[src/rtl/regbus_datapath.sv]
`timescale 1ns/1ps
module regbus_datapath #(
  parameter int W    = 8,
  parameter int SELW = 3,
  parameter int OPW  = 5,
  localparam int NREG = (1 << SELW) - 1,
  localparam int CW   = 3 * SELW + OPW
) (
  input  logic          clk,
  input  logic          rst,
  input  logic [CW-1:0] ctrl_word,
  input  logic [W-1:0]  ext_in,
  output logic [W-1:0]  ext_out
);
  localparam logic [OPW-1:0] OP_PASS = OPW'(5'b00000);
  localparam logic [OPW-1:0] OP_INC  = OPW'(5'b00001);
  localparam logic [OPW-1:0] OP_ADD  = OPW'(5'b00010);
  localparam logic [OPW-1:0] OP_SUB  = OPW'(5'b00101);
  localparam logic [OPW-1:0] OP_AND  = OPW'(5'b01000);
  localparam logic [OPW-1:0] OP_OR   = OPW'(5'b01010);
  localparam logic [OPW-1:0] OP_XOR  = OPW'(5'b01100);
  localparam logic [OPW-1:0] OP_NOT  = OPW'(5'b01110);
  localparam logic [OPW-1:0] OP_SHR  = OPW'(5'b10000);
  localparam logic [OPW-1:0] OP_SHL  = OPW'(5'b11000);

  logic [NREG:1][W-1:0] rf;
  logic [SELW-1:0] asel, bsel, dsel;
  logic [OPW-1:0]  opc;
  logic [W-1:0]    a_bus, b_bus;

  assign {asel, bsel, dsel, opc} = ctrl_word;
  assign a_bus = (asel == '0) ? ext_in : rf[asel];
  assign b_bus = (bsel == '0) ? ext_in : rf[bsel];

  always_comb begin
    case (opc)
      OP_PASS: ext_out = a_bus;
      OP_INC:  ext_out = a_bus + W'(1);
      OP_ADD:  ext_out = a_bus + b_bus;
      OP_SUB:  ext_out = a_bus - b_bus;
      OP_AND:  ext_out = a_bus & b_bus;
      OP_OR:   ext_out = a_bus | b_bus;
      OP_XOR:  ext_out = a_bus ^ b_bus;
      OP_NOT:  ext_out = ~a_bus;
      OP_SHR:  ext_out = a_bus >> 1;
      OP_SHL:  ext_out = a_bus << 1;
      default: ext_out = a_bus;
    endcase
  end

  always_ff @(posedge clk) begin
    if (rst)
      rf <= '0;
    else if (dsel != '0)
      rf[dsel] <= ext_out;
  end
endmodule

[config.mk]
export PLATFORM = sky130hd
export DESIGN_NAME = regbus_datapath
export DESIGN_NICKNAME = d
export VERILOG_FILES = /design/src/rtl/regbus_datapath.sv
export SDC_FILE = /design/constraint.sdc
export NUM_CORES = 1
export LEC_CHECK = 0
export ABC_AREA = 1
export BUFFER_PORTS_ARGS = -buffer_cell sky130_fd_sc_hd__buf_2
export CAP_MARGIN = 0
export CORE_MARGIN = 1
export CORE_UTILIZATION = 40
export CTS_BUF_LIST = sky130_fd_sc_hd__clkbuf_8 sky130_fd_sc_hd__clkbuf_16
export DETAILED_ROUTE_END_ITERATION = 12
export GPL_ROUTABILITY_DRIVEN = 0
export SYNTH_ARGS = -nofsm -noshare
export SYNTH_HDL_FRONTEND = slang
export SYNTH_SLANG_ARGS = --single-unit
[constraint.sdc]
create_clock -name clk -period 8.8 [get_ports clk]
set_clock_uncertainty 0.05 [all_clocks]
set_input_delay 1.76 -clock clk [delete_from_list [all_inputs] [get_ports clk]]
set_output_delay 1.76 -clock clk [all_outputs]
set_load 0.02 [all_outputs]
==> key figures <==
Yosys
  • Synth area leaders: dfxtp_1, inv_1, nand2_1, a21oi_1, o21ai_0
  • Netlist cell types: 50
  • EDFF count, synth: 0
  • Primary FF master, synth: dfxtp_1
  • Top cell type by total area after synthesis: dfxtp_1
  • Post-synthesis sequential area ratio: 24.2%
  • Ys async rst share: 0%
  • Synth top area share: about a quarter
  • Mapped Avg Cell Area: between 6 and 7 um^2
  • Syn Nets: roughly 770
  • Mapped cell area: between 4000 and 5000 um^2
  • #FFs+latches synth: 56
  • Post-Syn Instances: around 720
  • Synth warn: 0

STA
  • RSZ-0062 raised after global routing: no
  • Worst-Margin Slew: 1170 ps
  • Fin crit period: between 7000 and 8000 ps
  • Final slew viol count: 0
  • Final Hold Fails: 0
  • Max Clk Rate: between 0.1 and 0.15 GHz
  • Worst slew margin: between 20% and 30%
  • Sum Neg Setup Slack: 0 ps
  • Final worst path period share: between 80 and 90%
  • Final setup vio count: 0

Pwr
  • Peak VDD IR: slightly below 0.1 mV
  • Leak: roughly 0.0023 uW
  • Cell area power density: roughly 140 nW/um^2

Floorplan
  • Initial Util: approximately two fifths
  • Die X: 110 um
  • Core area: approximately 11000 um^2
  • FP Rows: 38
  • IO Count: 32
  • Die height: around 110 um
  • Die area: approximately 12000 um^2

Layout
  • Post-layout net count: slightly below 800
  • Share of cells above drive strength 1: ~13%
  • Top Registers: rf x56
  • Biggest register: rf
  • Final cell count without fillers: around 900
  • Post-route cell area: just under 5000 um^2
  • ANT cells: 0
  • Commonest cells after routing, fill and taps aside: inv_1, nand2_1, a21oi_1
  • Max FFs per register: 56
  • Leading cell type in the layout, fill and taps excluded: inv_1
  • P&R area growth vs syn: 6.71%

CTS
  • CTS root buffer: clkbuf_16
  • Hold buffers post-CTS: 0
  • CTS resizes: 0
  • Num CTS Buffers: 5
  • Maximum clock path buffer count: 2
  • CTS tree: yes
  • Worst-path clk slew: about 80 ps
  • Worst-Skew Late Latency: 300 ps
  • Clk sink count: 56
  • H-tree depth: 2
  • Post-CTS Setup Inserts: 0

Detailed routing
  • Drt drc: 0
  • Drt via density: approximately 5.5
  • Post-Route WL: approximately 14000 um
  • Drt wl/cell: roughly 16 um
  • DR iter-0 viols: 462
  • Antenna-violating nets left: 0
  • TritonRoute pass-1 iters: 6
  • Via count: ~4.8k

Global routing
  • Largest net degree at the start of global routing: 38
  • First-pass GRT wire length: about 22000 um
  • Vias in the first global route: around 4.5k
  • Initial antenna violation count: 0
  • Gr usage total: 24.1%
  • Total gr overflow: 0

Hold path
  • Hold crit path type: register to register

Setup path
  • Crit. End Element: primary output
  • Crit-path max FO: 36
  • Worst path required time: between 6000 and 7000 ps
  • Critical path data arrival time: 5660 ps
  • Critical path launch point type: input port
  • Crit Path Category: input port to primary output

Placed design
  • Post-place instance area: ~4800 um^2
  • # placed instances: between 800 and 900
  • Final HPWL DP: 10400 um
  • Port Buffers: 31

Flow run
  • # Max-Cap Violations: 0

Outcome
  • Outcome: finished, final reports clean
==> logic make-up (layout without fill, tap and decap cells) <==
family	Yosys count	after routing	synth area share (%)
compound gates	238	238	30.2
simple gates	233	233	22.8
buf+inv	170	180	15.6
flops	56	56	24.2
fa+ha+maj	25	25	6.90
xor+xnor	2	2	0.378
==> worst max-delay path: stages <==
cell	delay, ps
buf_2	540
inv_4	210
nand3_1	140
nand3_1	80
nand2_1	80
nand2_1	120
inv_1	170
ha_1	210
nand2_1	90
nor2_1	180
nand2_1	110
a311oi_1	340
ha_1	330
a21oi_1	150
o21ai_0	100
a21oi_1	180
nand3b_1	130
nand2_1	90
nand3_1	90
nand3_1	110
nand2_2	100
nand2_4	110
inv_1	70
buf_2	150
==> synth_stat cells, drive strengths merged (4+ instances only) <==
library cell    n
dfxtp          56
inv           138
buf            18
nand4           4
nor3           11
nor2           42
a221oi          4
o21ai         107
ha             24
clkbuf         14
a21oi          92
o2111ai         5
nand2         132
nand3          40
o31ai           4
o211ai          9
==> per-layer routing <==
layer  vias up  share of wire, %  GRT usage (%)
li1       2403                 -              -
met1      2168                44           32.5
met4         0               2.3           8.10
met2       201                47           40.1
met5         -                 0              0
met3        27               6.5           2.43
==> layout make-up <==
type,count,area [um^2]
fill,1178,6130
sequential,56,1120
timing repair buffer,34,178
clock buffer,5,125
tap,140,175
clock inverter,3,25.0
inverter,138,528
multi-input combinational,498,2800
==> report_power, final <==
| group | leakage (uW) | switching (uW) | internal, uW | total, uW |
|---|---|---|---|---|
| registers | 0.000458 | 8.32 | 267 | 275 |
| clock network | 0.0000708 | 98.5 | 108 | 206 |
| logic | 0.00178 | 144 | 62.5 | 207 |
==> worst paths after layout <==
check	startpoint	to	slack, ps	cells after the start
setup / recovery	ctrl_word[9]	ext_out[7]	1330	24
hold / removal	rf[18]	rf[18]	500	2
setup reg to reg	rf[49]	rf[21]	5100	20
hold reg to reg	rf[18]	rf[18]	500	2
==> metrics by stage <==
stage          util [%]  hold WS [ps]  power [uW]  setup slack (ps)
2_1_floorplan         -           455         430              2520
3_3_place_gp       43.3           473         480              1480
3_5_place_dp       43.3           480         485              1450
4_1_cts            44.7           503         690              1420
5_1_grt            44.7           539         730               984
6_report           44.7           502         688              1330
No activity file was read; power rests on OpenSTA's default activity.
